`src/rtl/led_sel_pkg.sv`:
```
package led_sel_pkg;

   localparam int FUNC_W = 4;

   typedef enum logic [FUNC_W-1:0] {
      FN_LINK      = 4'd0,
      FN_ANY_ACT   = 4'd1,
      FN_TX_ACT    = 4'd2,
      FN_RX_ACT    = 4'd3,
      FN_COLLIDE   = 4'd4,
      FN_FAST      = 4'd5,
      FN_SLOW      = 4'd6,
      FN_DUPLEX    = 4'd7,
      FN_LINK_BLNK = 4'd8
   } led_fn_e;

   typedef struct packed {
      logic link;
      logic tx;
      logic rx;
      logic col;
      logic fast;
      logic duplex;
      logic blink;
   } led_status_t;

endpackage

```
`src/rtl/led_pulse_stretch.sv`:
```
module led_pulse_stretch #(
   parameter int CYCLES = 2_500_000
) (
   input  logic clk,
   input  logic rst_n,
   input  logic pulse_i,
   output logic held_o
);
   localparam int CW = $clog2(CYCLES + 1);
   localparam logic [CW-1:0] RELOAD = CW'(CYCLES - 1);

   logic [CW-1:0] remain_q;

   always_ff @(posedge clk or negedge rst_n) begin
      if (!rst_n) begin
         remain_q <= '0;
      end else if (pulse_i) begin
         remain_q <= RELOAD;
      end else if (remain_q != '0) begin
         remain_q <= remain_q - 1'b1;
      end
   end

   assign held_o = pulse_i | (remain_q != '0);

endmodule

```
`src/rtl/led_blink_gen.sv`:
```
module led_blink_gen #(
   parameter int HALF_PERIOD = 5_000_000
) (
   input  logic clk,
   input  logic rst_n,
   output logic phase_o
);
   localparam int BW = $clog2(HALF_PERIOD + 1);
   localparam logic [BW-1:0] LAST = BW'(HALF_PERIOD - 1);

   logic [BW-1:0] div_q;
   logic          phase_q;

   always_ff @(posedge clk or negedge rst_n) begin
      if (!rst_n) begin
         div_q   <= '0;
         phase_q <= 1'b1;
      end else if (div_q == LAST) begin
         div_q   <= '0;
         phase_q <= ~phase_q;
      end else begin
         div_q   <= div_q + 1'b1;
      end
   end

   assign phase_o = phase_q;

endmodule

```
`src/rtl/led_func_mux.sv`:
```
module led_func_mux
   import led_sel_pkg::*;
(
   input  logic [FUNC_W-1:0] func_i,
   input  led_status_t       stat_i,
   output logic              lit_o
);
   always_comb begin
      case (led_fn_e'(func_i))
         FN_LINK:      lit_o = stat_i.link;
         FN_ANY_ACT:   lit_o = stat_i.tx | stat_i.rx;
         FN_TX_ACT:    lit_o = stat_i.tx;
         FN_RX_ACT:    lit_o = stat_i.rx;
         FN_COLLIDE:   lit_o = stat_i.col;
         FN_FAST:      lit_o = stat_i.fast;
         FN_SLOW:      lit_o = ~stat_i.fast;
         FN_DUPLEX:    lit_o = stat_i.duplex;
         FN_LINK_BLNK: lit_o = stat_i.link & (~(stat_i.tx | stat_i.rx) | stat_i.blink);
         default:      lit_o = 1'b0;
      endcase
   end

endmodule

```
`src/rtl/led_status_sel.sv`:
```
module led_status_sel
   import led_sel_pkg::*;
#(
   parameter int NUM_LEDS       = 2,
   parameter int STRETCH_CYCLES = 2_500_000,
   parameter int BLINK_HALF     = 5_000_000,
   parameter logic [NUM_LEDS*FUNC_W-1:0] DEFAULT_FUNCS = 8'h10
) (
   input  logic                clk,
   input  logic                rst_n,
   input  logic [NUM_LEDS-1:0] func_wr_en,
   input  logic [3:0]          func_wr_data,
   input  logic                link_up,
   input  logic                tx_act,
   input  logic                rx_act,
   input  logic                collision,
   input  logic                speed_100,
   input  logic                full_duplex,
   output logic [NUM_LEDS-1:0] led_o
);
   localparam int ACT_CH = 2;

   generate
      if (NUM_LEDS < 1 || NUM_LEDS > 16) begin : g_bad_leds
         $error("NUM_LEDS must be within 1..16");
      end
      if (STRETCH_CYCLES < 1) begin : g_bad_stretch
         $error("STRETCH_CYCLES must be at least 1");
      end
      if (BLINK_HALF < 1) begin : g_bad_blink
         $error("BLINK_HALF must be at least 1");
      end
   endgenerate

   logic [ACT_CH-1:0] act_raw;
   logic [ACT_CH-1:0] act_held;
   logic              blink_phase;
   led_status_t       stat;

   logic [NUM_LEDS-1:0][FUNC_W-1:0] func_q;
   logic [NUM_LEDS-1:0]             lit;

   assign act_raw = {rx_act, tx_act};

   generate
      for (genvar c = 0; c < ACT_CH; c++) begin : g_stretch
         led_pulse_stretch #(.CYCLES(STRETCH_CYCLES)) u_stretch (
            .clk    (clk),
            .rst_n  (rst_n),
            .pulse_i(act_raw[c]),
            .held_o (act_held[c])
         );
      end
   endgenerate

   led_blink_gen #(.HALF_PERIOD(BLINK_HALF)) u_blink (
      .clk    (clk),
      .rst_n  (rst_n),
      .phase_o(blink_phase)
   );

   always_comb begin
      stat.link   = link_up;
      stat.tx     = act_held[0];
      stat.rx     = act_held[1];
      stat.col    = collision;
      stat.fast   = speed_100;
      stat.duplex = full_duplex;
      stat.blink  = blink_phase;
   end

   generate
      for (genvar i = 0; i < NUM_LEDS; i++) begin : g_led
         always_ff @(posedge clk or negedge rst_n) begin
            if (!rst_n) begin
               func_q[i] <= DEFAULT_FUNCS[i*FUNC_W +: FUNC_W];
            end else if (func_wr_en[i]) begin
               func_q[i] <= func_wr_data;
            end
         end

         led_func_mux u_mux (
            .func_i(func_q[i]),
            .stat_i(stat),
            .lit_o (lit[i])
         );

         always_ff @(posedge clk or negedge rst_n) begin
            if (!rst_n) begin
               led_o[i] <= 1'b0;
            end else begin
               led_o[i] <= lit[i];
            end
         end
      end
   endgenerate

endmodule

```
`config.mk`:
```
export PLATFORM = sky130hd
export DESIGN_NAME = led_status_sel
export DESIGN_NICKNAME = d
export VERILOG_FILES = /design/src/rtl/led_sel_pkg.sv /design/src/rtl/led_pulse_stretch.sv /design/src/rtl/led_blink_gen.sv /design/src/rtl/led_func_mux.sv /design/src/rtl/led_status_sel.sv
export SDC_FILE = /design/constraint.sdc
export NUM_CORES = 1
export LEC_CHECK = 0
export BUFFER_PORTS_ARGS = -buffer_cell sky130_fd_sc_hd__buf_4
export CORE_MARGIN = 4
export CORE_UTILIZATION = 25
export CTS_BUF_LIST = sky130_fd_sc_hd__clkbuf_16
export CTS_CLUSTER_SIZE = 25
export DETAILED_ROUTE_END_ITERATION = 8
export PLACE_DENSITY = 0.4
export SLEW_MARGIN = 20
export SYNTH_ARGS = -nofsm -noshare
export SYNTH_HDL_FRONTEND = slang
export SYNTH_SLANG_ARGS = --single-unit
```
`constraint.sdc`:
```
create_clock -name clk -period 3.9 [get_ports clk]
set_clock_uncertainty 0.05 [all_clocks]
set_input_delay 0.39 -clock clk [delete_from_list [all_inputs] [get_ports clk]]
set_output_delay 0.39 -clock clk [all_outputs]
set_load 0.01 [all_outputs]
```
# After elaboration in Yosys (flattened, before gate mapping)
# Index checks and enable logic that the tools add are counted.
# Widths: inputs -> output; s select.
dict set report word_totals {
  reg_bits 78
  inputBits 14
  output_inout_bits 2
  elab_cells 49
}
dict set report op_classes {
  add_sub_neg 3
  eq_ne 17
  mux 7
  n_bitwise 8
  n_reduce_logical 6
}
# operator n
set op_table {}
lappend op_table {{$mux 22} 4}
lappend op_table {{$reduce_bool 22->1} 2}
lappend op_table {{$sub 22x1->22 const B} 2}
lappend op_table {{$eq 4x3->1 const B} 8}
lappend op_table {{$add 23x1->23 const B} 1}
lappend op_table {{$eq 23x23->1 const B} 1}
lappend op_table {{$mux 23} 1}
lappend op_table {{$pmux 1 s9} 2}
lappend op_table {{$eq 4x2->1 const B} 4}
lappend op_table {{$eq 4x1->1 const B} 2}
lappend op_table {{$eq 4x4->1 const B} 2}
lappend op_table {{$logic_not 4->1} 2}
lappend op_table {{$or 1x1->1} 4}
lappend op_table {{$reduce_bool 2->1} 2}
lappend op_table {{$not 1->1} 3}
lappend op_table {{$and 1x1->1} 1}

# Logic depth before layout (Yosys ltp)
dict set report depth {
  ltp_word 7
  mapped_depth 8
  mapped_depth_nobuf 7
}

# Hierarchy
# A second synthesis with hierarchy kept.
dict set report unflattened {
  cells_unflattened 434
  hier_area_um2 4370.4
}
# mod instances cells_per_inst area_per_inst_um2
set by_module_without_submodules {}
lappend by_module_without_submodules {led_pulse_stretch 2 139 1331.3}
lappend by_module_without_submodules {led_blink_gen 1 110 1183.6}
lappend by_module_without_submodules {led_status_sel 1 18 341.6}
lappend by_module_without_submodules {led_func_mux 2 14 91.3}

# Worst setup path after synthesis
# OpenSTA, ideal clock, no wires.
dict set report synth_timing {
  kind {reg-to-reg}
  from {register g_stretch[1].u_stretch.remain_q[0]}
  to {register g_stretch[1].u_stretch.remain_q[18]}
  setup_ns 0.124
  arrival_ns 1.824
  slack_ns 1.901
  stages_incl_launch_ff 7
  n_path_buf 0
  period_less_slack_ns 1.999
  path_cell_list {dfrtp_1 inv_1 ha_1 nor3b_1 nand3_1 or3_1 mux2i_1}
}
dict set report synth_between {
  elab_chain_cells 3
  word_cells_on_any_way 5
  classes_between {1 x add/sub; 2 x mux; 2 x reduce/logical}
}
# element line
set synth_lines {}
lappend synth_lines {{start: declaration} led_pulse_stretch.sv:12} ;# logic [CW-1:0] remain_q;
lappend synth_lines {{start signal: assignment} led_pulse_stretch.sv:20} ;# remain_q <= remain_q - 1'b1;
lappend synth_lines {{$sub 22x1->22} led_pulse_stretch.sv:20}
lappend synth_lines {{$mux 22} led_pulse_stretch.sv:19} ;# end else if (remain_q != '0) begin
lappend synth_lines {{$mux 22} led_pulse_stretch.sv:17} ;# end else if (pulse_i) begin
# Parallel ways exist; a longest one is shown, timed or not. The select of a mux whose other input is x is not followed.
# A chain may end at the register's enable or synchronous reset.

# Worst setup path in the final report
dict set report layout_timing {
  from {register g_stretch[1].u_stretch.remain_q[0]}
  to {register led_o[0]}
}
dict set report layout_between {
  elab_chain_cells 7
}
# element line
set layout_lines {}
lappend layout_lines {{$reduce_bool 22->1 (*)} led_pulse_stretch.sv:24} ;# assign held_o = pulse_i | (remain_q != '0);
lappend layout_lines {{$or 1x1->1 (*)} led_pulse_stretch.sv:24}
lappend layout_lines {{$or 1x1->1} {led_func_mux.sv:11, led_func_mux.sv:18}}
lappend layout_lines {{$not 1->1} led_func_mux.sv:18} ;# FN_LINK_BLNK: lit_o = stat_i.link & (~(stat_i.tx | stat_i.rx) | stat_i.blink);
lappend layout_lines {{$or 1x1->1} led_func_mux.sv:18}
lappend layout_lines {{$and 1x1->1} led_func_mux.sv:18}
lappend layout_lines {{$pmux 1 s9 (*)} led_func_mux.sv:9} ;# case (led_fn_e'(func_i))
lappend layout_lines {{via g_led[0].u_mux.lit_o} led_func_mux.sv:6} ;# output logic lit_o
lappend layout_lines {{end signal: indexed assignment} led_status_sel.sv:92} ;# led_o[i] <= lit[i];
lappend layout_lines {{end: declaration} led_status_sel.sv:19} ;# output logic [NUM_LEDS-1:0] led_o
# The timed path passes the listed nets; every way through them passes the cells marked *.

==> summary.txt <==
Pwr
  • Max VDD drop: roughly 0.21 mV
  • Pwr dens: between 300 and 400 nW/um^2
  • Leakage: ~1.8 nW

Yosys
  • Synthesis Warnings: 0
  • Flops & latches, synth: a little under 80
  • Syn Nets: between 400 and 500
  • Average size of a mapped cell: between 10 and 15 um^2
  • Main synth FF type: dfrtp_1
  • Share of the synthesized area in the top cell type: a little under half
  • Sequential fraction of the synthesis area: ~48%
  • Synth Cell Area: around 4100 um^2
  • Number of flops mapped to enable cells by yosys: 0
  • Synth area leader: dfrtp_1
  • Synth unique cells: 51
  • Cells after Synth: approximately 400
  • Async SR Flop Fraction: 100%
  • Synth area leaders: dfrtp_1 (47%), xor2_1 (6.9%), nor2_1 (3.9%), xnor2_1 (3.6%), nand2_1 (3.3%)

GRT
  • Gr ovfl total: 0
  • GRT Overall Usage: 10.3%
  • Largest net degree at the start of global routing: 79
  • First-pass GRT wire length: around 15,000 um
  • Vias in the first global route: just over 3,000
  • Initial antenna violation count: 0

Finish
  • Share of cells above drive strength 1: between 10% and 20%
  • # diodes: 0
  • Nets: between 400 and 500
  • FF+latch area: between 1500 and 2000 um^2
  • Non-Filler Instances: approximately 640
  • Commonest cells after routing, fill and taps aside: dfrtp_1 (76), nor2_1 (42), nand2_1 (36)
  • Filler instances: between 1,500 and 2,000
  • Layout area overhead: 16.1%
  • Area occupied by multi-input gates: 2050 um^2
  • Commonest non-fill, non-tap cell in the layout: dfrtp_1

Route
  • Detailed-route DRC error count: 0
  • Number of DRC markers in iteration 0: 125
  • TritonRoute pass-1 iters: 4
  • DR WL/cell: ~13 um
  • Final ANT Viol Nets: 0
  • Mean number of vias per cell: roughly 4.7
  • Routed WL: roughly 8600 um
  • Via Count: 3,003

Placement
  • PortBufs: 15
  • RePlAce Congestion: approximately 0.74
  • Inst Count DP: 625
  • Post-DP HPWL: 6010 um

Clocking
  • TritonCTS Buffers: 9
  • Postcts setup bufs: 0
  • Post-CTS Hold Fix Bufs: 0
  • Resized cells post-CTS: 0
  • Worst-Skew Late Latency: between 0.3 and 0.4 ns
  • CTS tree: done
  • Htree depth: 3
  • Worst-path clk slew: 0.06 ns
  • Clock sinks: 78
  • Root Buffer: clkbuf_16
  • Max clock buf depth: 2

Floorplanning
  • Site Rows: 46
  • I/O pin count: 16
  • Initial core utilization: approximately 26%
  • Core Area: 15,900 um^2
  • Die H: around 140 um
  • Chip Width: between 100 and 150 um
  • Die footprint: between 15,000 and 20,000 um^2

Critical path
  • WP data required: between 4 and 5 ns
  • Reg2Reg Setup Slack: ~1.4 ns
  • Critical R2R Launch: g_stretch[1].u_stretch.remain_q[0]$_DFFE_PN0P_
  • Crit path kind: flop to flop
  • Crit Path Max Fanout: 16
  • Critical R2R Capture: led_o[0]$_DFF_PN0_
  • Slowest Stage Delay on Critical Path: between 0.5 and 0.6 ns
  • Startpoint Class: flop
  • Critical Path, Cell by Cell: inv_1 -> ha_1 -> nor4b_1 -> nand4_1 -> nor2_1 -> o21ai_0 -> a211o_1
  • Slowest cell on crit path: nand4_1
  • Setup crit end kind: flop
  • Worst R2R Path Depth: 7
  • Arrival time worst endpoint: between 2 and 3 ns

STA
  • RSZ-0062 raised after global routing: no
  • Max_slew headroom: a little over two fifths
  • Setup Viol. Count Final: 0
  • Min Clock Period, post-route: about 2.5 ns
  • Least-Margin Pin Slew: between 0.8 and 0.9 ns
  • Final period util: roughly 64%
  • Slew Viols, Final: 0
  • Final hold vios: 0
  • FMAX: approximately 0.40 GHz
  • Final TNS setup: 0 ns

Run status
  • Status: completed

Worst hold path
  • Worst Hold Class: primary input to async pin

Job
  • Max cap viols: 0
synth_stat cells, types with 3 or more instances:
library cell	n
a21oi_1	10
and3_1	7
and4_1	6
clkbuf_1	7
dfrtp_1	76
ha_1	5
inv_1	12
mux2_2	5
mux2i_1	5
nand2_1	36
nand3_1	18
nand3b_1	3
nand4_1	14
nor2_1	42
nor2b_1	5
nor3_1	11
nor4_1	12
nor4_4	3
o211ai_1	11
o21ai_0	12
o31ai_1	6
or3_1	6
or4_1	4
xnor2_1	17
xor2_1	32
routing by layer:
layer | up-vias | track usage (%) | share of wire, %
met1 | 1470 | 13.8 | 51
li1 | 1485 | - | -
met3 | 11 | 3.08 | 3.4
met4 | 0 | 4.26 | 1.8
met2 | 37 | 15.6 | 44
met5 | - | 0 | 0
power breakdown:
| part | total (mW) | switching (mW) | internal, mW |
|---|---|---|---|
| clock | 0.826 | 0.336 | 0.491 |
| sequential | 0.847 | 0.0205 | 0.827 |
| combinational | 0.0950 | 0.0559 | 0.0391 |
flip-flops by register name, summed over array words and instances, names as in the netlist:
| name | cells |
|---|---|
| g_stretch.u_stretch.remain_q | 44 |
| u_blink.div_q | 23 |
| func_q | 8 |
| led_o | 2 |
| u_blink.phase_o | 1 |
final cells by class:
type	count	share of cell area, %
multi-input cells	303	43.3
flip-flops and latches	78	41.2
well taps	216	5.70
clock buffers	9	4.75
repair buffers	16	2.61
clock inverters	7	1.43
inverters	12	0.951
worst max path at each step:
stage | start | endpoint | slack, ns | depth (start not counted)
after floorplan | g_stretch[1].u_stretch.remain_q[0]$_DFFE_PN0P_ | g_stretch[1].u_stretch.remain_q[18]$_DFFE_PN0P_ | 1.90 | 6
after global placement | g_stretch[1].u_stretch.remain_q[17]$_DFFE_PN0P_ | led_o[0]$_DFF_PN0_ | 1.48 | 5
after detailed placement | g_stretch[1].u_stretch.remain_q[0]$_DFFE_PN0P_ | led_o[0]$_DFF_PN0_ | 1.36 | 7
after CTS | g_stretch[1].u_stretch.remain_q[0]$_DFFE_PN0P_ | g_stretch[1].u_stretch.remain_q[18]$_DFFE_PN0P_ | 1.34 | 7
after global routing | g_stretch[1].u_stretch.remain_q[0]$_DFFE_PN0P_ | g_stretch[1].u_stretch.remain_q[18]$_DFFE_PN0P_ | 1.12 | 7
final | g_stretch[1].u_stretch.remain_q[0]$_DFFE_PN0P_ | led_o[0]$_DFF_PN0_ | 1.40 | 7
critical path, delay by kind of cell, from the launching register on:
family	cells	cell delay (ns)
buffers and inverters	1	0.12
AO/OA/AOI/OAI	2	0.40
flip-flops	1	0.42
adder cells (fa/ha/maj)	1	0.15
AND/OR/NAND/NOR	3	1.25
logic make-up (layout without fill, tap and decap cells):
kind of cell,count (synthesis),in the layout,synth area share (%)
and+or+nand+nor,185,185,26.3
DFF,78,78,47.9
AOI/OAI and AO/OA,54,54,9.17
xor gates and xnor gates,49,49,10.5
buffers and inverters,21,44,1.99
muxes,10,10,2.61
adders and majority gates,5,5,1.53
per-stage QoR:
| stage | worst slack [ns] | utilization (%) | hold slack (ns) | power (mW) | area, um^2 |
|---|---|---|---|---|---|
| 6_report | 1.40 | 29.7 | 0.0256 | 1.77 | 4740 |
| 3_3_place_gp | 1.48 | 27.9 | 0.436 | 0.959 | 4440 |
| 2_1_floorplan | 1.90 | - | 0.0444 | 0.905 | 4080 |
| 3_5_place_dp | 1.36 | 27.9 | 0.436 | 0.960 | 4440 |
| 5_1_grt | 1.12 | 29.7 | 0.116 | 1.86 | 4740 |
| 4_1_cts | 1.34 | 29.7 | 0.182 | 1.81 | 4730 |
Note: power is estimated with default switching activity, not from simulation.
